File: config.mk
export PLATFORM = sky130hd
export DESIGN_NAME = hbc_cache
export DESIGN_NICKNAME = d
export VERILOG_FILES = /design/src/rtl/hbc_pkg.sv /design/src/rtl/hbc_sync.sv /design/src/rtl/hbc_fifo.sv /design/src/rtl/hbc_ctrl.sv /design/src/rtl/hbc_cache.sv
export SDC_FILE = /design/constraint.sdc
export NUM_CORES = 1
export LEC_CHECK = 0
export ABC_AREA = 1
export BUFFER_PORTS_ARGS = -buffer_cell sky130_fd_sc_hd__buf_2
export CAP_MARGIN = 20
export CORE_UTILIZATION = 25
export CTS_CLUSTER_SIZE = 20
export DETAILED_ROUTE_END_ITERATION = 7
export MAX_ROUTING_LAYER = met4
export SYNTH_ARGS = -nofsm -noshare
export SYNTH_HDL_FRONTEND = slang
export SYNTH_HIERARCHICAL = 1
export SYNTH_SLANG_ARGS = --single-unit
File: constraint.sdc
create_clock -name clk -period 9.67 [get_ports clk]
set_input_delay 0.4835 -clock clk [delete_from_list [all_inputs] [get_ports clk]]
set_output_delay 0.4835 -clock clk [all_outputs]
set_load 0.1 [all_outputs]
File: src/rtl/hbc_pkg.sv
package hbc_pkg;
  typedef enum logic {
    DIR_RD = 1'b0,
    DIR_WR = 1'b1
  } dir_e;

  typedef enum logic [1:0] {
    ACC_IDLE = 2'd0,
    ACC_WAIT = 2'd1,
    ACC_DONE = 2'd2
  } acc_st_e;
endpackage

File: src/rtl/hbc_sync.sv
module hbc_sync #(
  parameter int W      = 2,
  parameter int STAGES = 2
) (
  input  logic         clk,
  input  logic         rst,
  input  logic [W-1:0] d,
  output logic [W-1:0] q
);
  generate
    for (genvar i = 0; i < W; i++) begin : g_bit
      logic [STAGES-1:0] shreg;
      always_ff @(posedge clk) begin
        if (rst) shreg <= '0;
        else     shreg <= {shreg[STAGES-2:0], d[i]};
      end
      assign q[i] = shreg[STAGES-1];
    end
  endgenerate
endmodule

File: src/rtl/hbc_fifo.sv
module hbc_fifo #(
  parameter  int DEPTH = 4,
  parameter  int DW    = 8,
  localparam int PW    = $clog2(DEPTH),
  localparam int CW    = $clog2(DEPTH + 1)
) (
  input  logic          clk,
  input  logic          rst,
  input  logic          clr,
  input  logic [1:0]    push_n,
  input  logic [DW-1:0] push_d0,
  input  logic [DW-1:0] push_d1,
  input  logic [1:0]    pop_n,
  output logic [DW-1:0] head0,
  output logic [DW-1:0] head1,
  output logic [CW-1:0] count
);
  logic [DW-1:0] store [DEPTH];
  logic [PW-1:0] wptr, rptr;
  logic [PW-1:0] wptr_nx, rptr_nx;

  assign wptr_nx = wptr + 1'b1;
  assign rptr_nx = rptr + 1'b1;

  // storage: no reset, so it maps onto plain memory
  always_ff @(posedge clk) begin
    if (!clr) begin
      if (push_n != 2'd0) store[wptr]    <= push_d0;
      if (push_n == 2'd2) store[wptr_nx] <= push_d1;
    end
  end

  always_ff @(posedge clk) begin
    if (rst || clr) begin
      wptr  <= '0;
      rptr  <= '0;
      count <= '0;
    end else begin
      wptr  <= wptr + PW'(push_n);
      rptr  <= rptr + PW'(pop_n);
      count <= count + CW'(push_n) - CW'(pop_n);
    end
  end

  assign head0 = store[rptr];
  assign head1 = store[rptr_nx];


  fifo_no_overflow_chk: assert property (@(posedge clk) disable iff (rst)
    !clr |-> (int'(count) + int'(push_n)) <= (DEPTH + int'(pop_n)));


  fifo_no_underflow_chk: assert property (@(posedge clk) disable iff (rst)
    !clr |-> int'(pop_n) <= int'(count));
endmodule

File: src/rtl/hbc_ctrl.sv
module hbc_ctrl
  import hbc_pkg::*;
#(
  parameter  int AW    = 10,
  parameter  int DW    = 8,
  parameter  int DEPTH = 4,
  localparam int CW    = $clog2(DEPTH + 1),
  localparam int HW    = 2 * DW
) (
  input  logic          clk,
  input  logic          rst,
  input  logic          rd_act,
  input  logic          wr_act,
  input  logic          host_word,
  input  logic [AW-1:0] host_addr,
  input  logic [HW-1:0] host_wdata,
  output logic [HW-1:0] host_rdata,
  output logic          rdy_oe,
  output logic          rdy_val,
  input  logic          ram_free,
  output logic          ram_re,
  output logic          ram_we,
  output logic [AW-1:0] ram_addr,
  output logic [DW-1:0] ram_wdata,
  input  logic [DW-1:0] ram_rdata,
  input  logic [CW-1:0] fifo_count,
  input  logic [DW-1:0] head0,
  input  logic [DW-1:0] head1,
  output logic          fifo_clr,
  output logic [1:0]    push_n,
  output logic [DW-1:0] push_d0,
  output logic [DW-1:0] push_d1,
  output logic [1:0]    pop_n
);
  dir_e    dir_q;
  acc_st_e st_q, st_d;
  logic          cnt_ok_q;
  logic [AW-1:0] hcnt_q, bcnt_q;
  logic          ret_q;

  logic       act, is_wr, live, matched;
  logic       rd_req, wr_req, rd_hit, wr_hit;
  logic       flush_wait, reload, rd_svc, wr_svc, svc;
  logic       issue, drain, ret_push, room;
  logic [1:0] need;

  assign act   = rd_act | wr_act;
  assign is_wr = wr_act;
  assign live  = act && (st_q != ACC_DONE);
  assign need  = host_word ? 2'd2 : 2'd1;

  assign matched = cnt_ok_q && (host_addr == hcnt_q);
  assign rd_req  = live && !is_wr;
  assign wr_req  = live && is_wr;
  assign rd_hit  = rd_req && (dir_q == DIR_RD) && matched;
  assign wr_hit  = wr_req && (dir_q == DIR_WR) && matched;

  // any miss while posted data is pending waits for the flush
  assign flush_wait = ((rd_req && !rd_hit) || (wr_req && !wr_hit)) &&
                      (dir_q == DIR_WR) && (fifo_count != '0);
  assign reload = ((rd_req && !rd_hit) || (wr_req && !wr_hit)) && !flush_wait;

  assign rd_svc = rd_hit && (int'(fifo_count) >= int'(need));
  assign wr_svc = wr_hit && ((DEPTH - int'(fifo_count)) >= int'(need));
  assign svc    = rd_svc || wr_svc;

  // read direction: fetch ahead while the FIFO, counting bytes in flight, has room
  assign room  = (int'(fifo_count) + int'(ram_re) + int'(ret_q)) < DEPTH;
  assign issue = (dir_q == DIR_RD) && cnt_ok_q && !reload && ram_free && room;

  // write direction: drain one posted byte per free RAM cycle
  assign drain = (dir_q == DIR_WR) && (fifo_count != '0) && ram_free && !reload;

  assign ret_push = ret_q && (dir_q == DIR_RD) && !reload;

  assign fifo_clr = reload;
  assign push_n   = wr_svc ? need : (ret_push ? 2'd1 : 2'd0);
  assign push_d0  = wr_svc ? host_wdata[DW-1:0] : ram_rdata;
  assign push_d1  = host_wdata[HW-1:DW];
  assign pop_n    = rd_svc ? need : (drain ? 2'd1 : 2'd0);

  always_comb begin
    if (!act)                 st_d = ACC_IDLE;
    else if (svc)             st_d = ACC_DONE;
    else if (st_q == ACC_DONE) st_d = ACC_DONE;
    else                      st_d = ACC_WAIT;
  end

  always_ff @(posedge clk) begin
    if (rst) begin
      st_q     <= ACC_IDLE;
      rdy_oe   <= 1'b0;
      rdy_val  <= 1'b0;
      dir_q    <= DIR_RD;
      cnt_ok_q <= 1'b0;
      hcnt_q   <= '0;
      bcnt_q   <= '0;
      ret_q    <= 1'b0;
      ram_re   <= 1'b0;
      ram_we   <= 1'b0;
      ram_addr <= '0;
      ram_wdata <= '0;
      host_rdata <= '0;
    end else begin
      st_q    <= st_d;
      rdy_oe  <= (st_d != ACC_IDLE);
      rdy_val <= (st_d == ACC_DONE);

      if (reload) begin
        dir_q    <= is_wr ? DIR_WR : DIR_RD;
        cnt_ok_q <= 1'b1;
        hcnt_q   <= host_addr;
        bcnt_q   <= host_addr;
      end else begin
        if (svc)            hcnt_q <= hcnt_q + AW'(need);
        if (issue || drain) bcnt_q <= bcnt_q + 1'b1;
      end

      ram_re <= issue;
      ram_we <= drain;
      ret_q  <= ram_re && !reload;
      if (issue || drain) ram_addr <= bcnt_q;
      if (drain)          ram_wdata <= head0;

      if (rd_svc)
        host_rdata <= {(host_word ? head1 : {DW{1'b0}}), head0};
    end
  end


  ram_gate_chk: assert property (@(posedge clk) disable iff (rst)
    (ram_re || ram_we) |-> $past(ram_free));


  wr_reload_empty_chk: assert property (@(posedge clk) disable iff (rst)
    (reload && dir_q == DIR_WR) |-> (fifo_count == '0));


  ready_hold_chk: assert property (@(posedge clk) disable iff (rst)
    (rdy_val && act) |=> rdy_val);


  host_step_chk: assert property (@(posedge clk) disable iff (rst)
    svc |=> (hcnt_q == $past(hcnt_q) + AW'($past(need))));
endmodule

File: src/rtl/hbc_cache.sv
module hbc_cache #(
  parameter  int AW          = 10,
  parameter  int DW          = 8,
  parameter  int DEPTH       = 4,
  parameter  int SYNC_STAGES = 2,
  localparam int CW          = $clog2(DEPTH + 1),
  localparam int HW          = 2 * DW
) (
  input  logic          clk,
  input  logic          rst,
  input  logic          host_rd,
  input  logic          host_wr,
  input  logic          host_word,
  input  logic [AW-1:0] host_addr,
  input  logic [HW-1:0] host_wdata,
  output logic [HW-1:0] host_rdata,
  output logic          rdy_oe,
  output logic          rdy_val,
  input  logic          ram_free,
  output logic          ram_re,
  output logic          ram_we,
  output logic [AW-1:0] ram_addr,
  output logic [DW-1:0] ram_wdata,
  input  logic [DW-1:0] ram_rdata
);
  logic [1:0]    strb_s;
  logic [CW-1:0] f_count;
  logic [DW-1:0] f_head0, f_head1, f_d0, f_d1;
  logic          f_clr;
  logic [1:0]    f_push, f_pop;

  hbc_sync #(.W(2), .STAGES(SYNC_STAGES)) u_sync (
    .clk (clk),
    .rst (rst),
    .d   ({host_wr, host_rd}),
    .q   (strb_s)
  );

  hbc_fifo #(.DEPTH(DEPTH), .DW(DW)) u_fifo (
    .clk     (clk),
    .rst     (rst),
    .clr     (f_clr),
    .push_n  (f_push),
    .push_d0 (f_d0),
    .push_d1 (f_d1),
    .pop_n   (f_pop),
    .head0   (f_head0),
    .head1   (f_head1),
    .count   (f_count)
  );

  hbc_ctrl #(.AW(AW), .DW(DW), .DEPTH(DEPTH)) u_ctrl (
    .clk        (clk),
    .rst        (rst),
    .rd_act     (strb_s[0]),
    .wr_act     (strb_s[1]),
    .host_word  (host_word),
    .host_addr  (host_addr),
    .host_wdata (host_wdata),
    .host_rdata (host_rdata),
    .rdy_oe     (rdy_oe),
    .rdy_val    (rdy_val),
    .ram_free   (ram_free),
    .ram_re     (ram_re),
    .ram_we     (ram_we),
    .ram_addr   (ram_addr),
    .ram_wdata  (ram_wdata),
    .ram_rdata  (ram_rdata),
    .fifo_count (f_count),
    .head0      (f_head0),
    .head1      (f_head1),
    .fifo_clr   (f_clr),
    .push_n     (f_push),
    .push_d0    (f_d0),
    .push_d1    (f_d1),
    .pop_n      (f_pop)
  );
endmodule

==> flow_summary_export.csv <==
group,metric,value,unit
detailed_routing,drc_errors,0,
worst_setup_path,crit_path_start_kind,"flip-flop",
logic_synthesis,synth_flop_cell,"dfxtp_1",
logic_synthesis,synth_cell_types,37,
power_and_ir_drop,power_density,130,nW/um2
global_routing,grt_usage,0.140,
logic_synthesis,synth_area_leaders,"dfxtp_1 (24%), nand2_1 (16%), edfxtp_1 (16%)",
logic_synthesis,synthCells,843,
power_and_ir_drop,vdd_drop_max,0.0947,mV
power_and_ir_drop,p_int,0.666,mW
power_and_ir_drop,p_sw,0.235,mW
logic_synthesis,netlist_top_cells_count,"nand2_1 (258), inv_1 (93), nand3_1 (80)",
sta,finalSetupViolCount,0,
detailed_routing,ant_nets,0,
sta,hold_viol_final,0,
worst_setup_path,endpoint_kind,"flip-flop",
power_and_ir_drop,swShare,0.261,
clocking,htree_levels,3,
floorplan,dieHeight,158,um
clocking,holdBufCountCts,0,
logic_synthesis,yosysWarnings,6,
global_routing,grt_first_pass_wirelength,26200,um
worst_setup_path,cp.buffers_inverters,3,
logic_synthesis,netlist.top_cell.by_area,"dfxtp_1",
clocking,cts_max_path_buffers,2,
clocking,post-cts-setup-buffer-count,0,
min_path,min_path_type,"input port to flip-flop",
global_routing,antenna_found_initial,0,
power_and_ir_drop,p_clk_frac,0.389,
sta,timing.final.crit_share,0.405,
global_routing,grt_max_degree,53,
flow_run,maxCapViolCount,0,
detailed_routing,vias,5478,
global_routing,overflow,0,
cells_and_area,multi_input_area,2980,um2
detailed_routing,wl_per_cell,13.3,um
detailed_routing,initialDrtViolationCount,403,
floorplan,fp-row-count,56,
cells_and_area,n_fill_cell,2592,
place,hpwl,12000,um
worst_setup_path,arrival,3.99,ns
detailed_routing,routed_wl,16200,um
logic_synthesis,synth_area_per_cell,7.17,um2
cells_and_area,layout-drive-gt1-share,0.149,
cells_and_area,antenna_cells,0,
clocking,cts_tree,"done",
worst_setup_path,path_class,"flip-flop to flip-flop",
clocking,path_clk_slew,0.07,ns
logic_synthesis,synthMostInstantiatedCell,"nand2_1",
logic_synthesis,synthArstFlopShare,0,
worst_setup_path,critPathMaxStageDelay,0.42,ns
logic_synthesis,synth_top_area_share,0.245,
worst_setup_path,crit_chain,"inv_1 -> ha_1 -> ha_1 -> o21ai_0 -> a31oi_1 -> nand4_4 -> nor2_1 -> a21oi_1 -> nor3_4 -> buf_4 -> nand2_2 -> o21ai_0 -> clkbuf_2",
sta,rsz0062_at_grt,"no",
clocking,cts_inserted_buffers,9,
worst_setup_path,critical-path-top-delay-family,"simple AND/OR/NAND/NOR gates",
clocking,clock_latency,0.36,ns
worst_setup_path,crit_required,9.74,ns
floorplan,start_util,0.256,
sta,hold-worst-slack,0.341,ns
worst_setup_path,critical_path.max_fanout,36,
power_and_ir_drop,combPwrFrac,0.088,
sta,max_slew.worst_pin.slew,1.02,ns
logic_synthesis,synth-edff-count,32,
place,gp_congestion,0.935,
sta,relSlewSlack,0.316,
cells_and_area,seq_area,2440,um2
clocking,post_cts_resized,0,
clocking,root_buffer,"clkbuf_16",
floorplan,die_area,24800,um2
floorplan,core-area,23600,um2
place,io_buffers,77,
detailed_routing,avgViaCountPerCell,4.49,
worst_setup_path,slowest_stage,"nor2_1",
cells_and_area,area_growth,14.2,%
sta,clock_skew,0.00620,ns
cells_and_area,nets,951,
clocking,numClockSinks,106,
sta,fmax,0.255,GHz
status,status,"completed",
sta,fin_crit,3.91,ns
floorplan,die_w,158,um
logic_synthesis,synth-seq-area-share,0.404,
floorplan,num_io_pins,78,
power_and_ir_drop,power_leakage,3.08,nW
global_routing,grt_pass1_vias,5098,
logic_synthesis,syn_area,6050,um2
logic_synthesis,synth.ff_latch_count,106,
detailed_routing,dr.pass1.iters,5,
logic_synthesis,syn_nets,899,
sta,fin_setup_tns,0,ns
power_and_ir_drop,seqPwrFrac,0.523,
sta,finalMaxSlewViolations,0,
[power by group through the flow]
stage | Combinational [mW] | Sequential [mW] | Clock, mW
floorplan | 0.0536 | 0.483 | 0
global placement | 0.0791 | 0.481 | 0
detailed placement | 0.0793 | 0.481 | 0
CTS | 0.0797 | 0.471 | 0.364
global route | 0.0900 | 0.472 | 0.378
finish | 0.0795 | 0.471 | 0.351
[registers in the layout (all words and copies together) (netlist names)]
register / flops
u_ctrl/cnt_ok_q: 1
u_ctrl/host_rdata: 16
u_ctrl/ret_q: 1
u_ctrl/st_q: 2
u_ctrl/ram_re: 1
u_fifo/count: 3
u_ctrl/dir_q: 1
u_sync/g_bit.shreg: 4
u_ctrl/hcnt_q: 10
u_fifo/store: 32
u_fifo/wptr: 2
u_ctrl/ram_wdata: 8
u_ctrl/rdy_val: 1
u_ctrl/ram_we: 1
u_fifo/rptr: 2
u_ctrl/bcnt_q: 10
u_ctrl/ram_addr: 10
u_ctrl/rdy_oe: 1
[kinds of logic (layout without fill, tap and decap cells)]
family                     count (synthesis)  count (layout)  synth area share
muxes                                      8               8            0.0149
and+or+nand+nor                          432             432             0.312
xor gates and xnor gates                  15              15            0.0217
adders and majority gates                 16              16            0.0368
DFF                                      106             106             0.404
buffers and inverters                    143             200             0.103
AOI/OAI and AO/OA                        123             123             0.107
[layout by cell type (no fill, tap or decap), types with 2 or more instances in the layout]
cell	n
clkbuf_16	9
nor2_4	2
buf_2	77
inv_1	93
inv_2	6
fa_1	3
nand2_2	8
xor2_1	12
edfxtp_1	32
a31oi_1	3
xnor2_1	3
o211ai_1	8
nor2_2	3
nand4_1	12
mux2_2	8
nor3_4	2
ha_1	13
nand3_1	80
o21ai_0	51
a21oi_1	58
clkinv_4	2
inv_6	2
clkinv_1	2
buf_4	5
nand2_1	258
nand4_4	2
nor2_1	55
nand3_2	2
nor3_1	4
dfxtp_1	74
[path summary, 6_finish.rpt]
kind,end,startpoint,slack (ns),depth (start not counted)
setup reg to reg,u_fifo/store[2][2],u_fifo/count[1],5.76,13
hold reg to reg,u_sync/g_bit[0].shreg[1],u_sync/g_bit[0].shreg[0],0.41,2
hold / removal,u_sync/g_bit[1].shreg[0],host_wr,0.34,3
setup / recovery,u_fifo/store[2][2],u_fifo/count[1],5.76,13
[stage by stage]
stage | util | cell area [um2] | power, mW | instances | setup slack (ns)
after floorplan | - | 6050 | 0.537 | 843 | 6.39
after global placement | 0.280 | 6620 | 0.560 | 1202 | 5.86
after detailed placement | 0.280 | 6620 | 0.560 | 1202 | 5.68
after CTS | 0.292 | 6900 | 0.914 | 1218 | 5.77
after global routing | 0.292 | 6910 | 0.940 | 1219 | 5.40
final | 0.292 | 6910 | 0.901 | 1219 | 5.76
[per-layer routing]
metal  vias up  GRT usage  share of wire
met4         0     0.0472          0.017
li1       2815          -              -
met3        20     0.0206          0.042
met5         -          -              0
met1      2501      0.179           0.47
met2       142      0.227           0.47
[final cells by class]
cell class	count	share of cell area
clock buffer	9	0.0326
clock inverter	7	0.00761
multi-input combinational	594	0.431
tap	319	0.0578
inverter	101	0.0549
sequential	106	0.354
timing repair buffer	83	0.0620
[tightest hold or removal path, stage by stage]
cell and delay [ns]:
buf_2 0.09, inv_1 0.04, nor2_1 0.03
No activity file was read; power rests on OpenSTA's default activity.
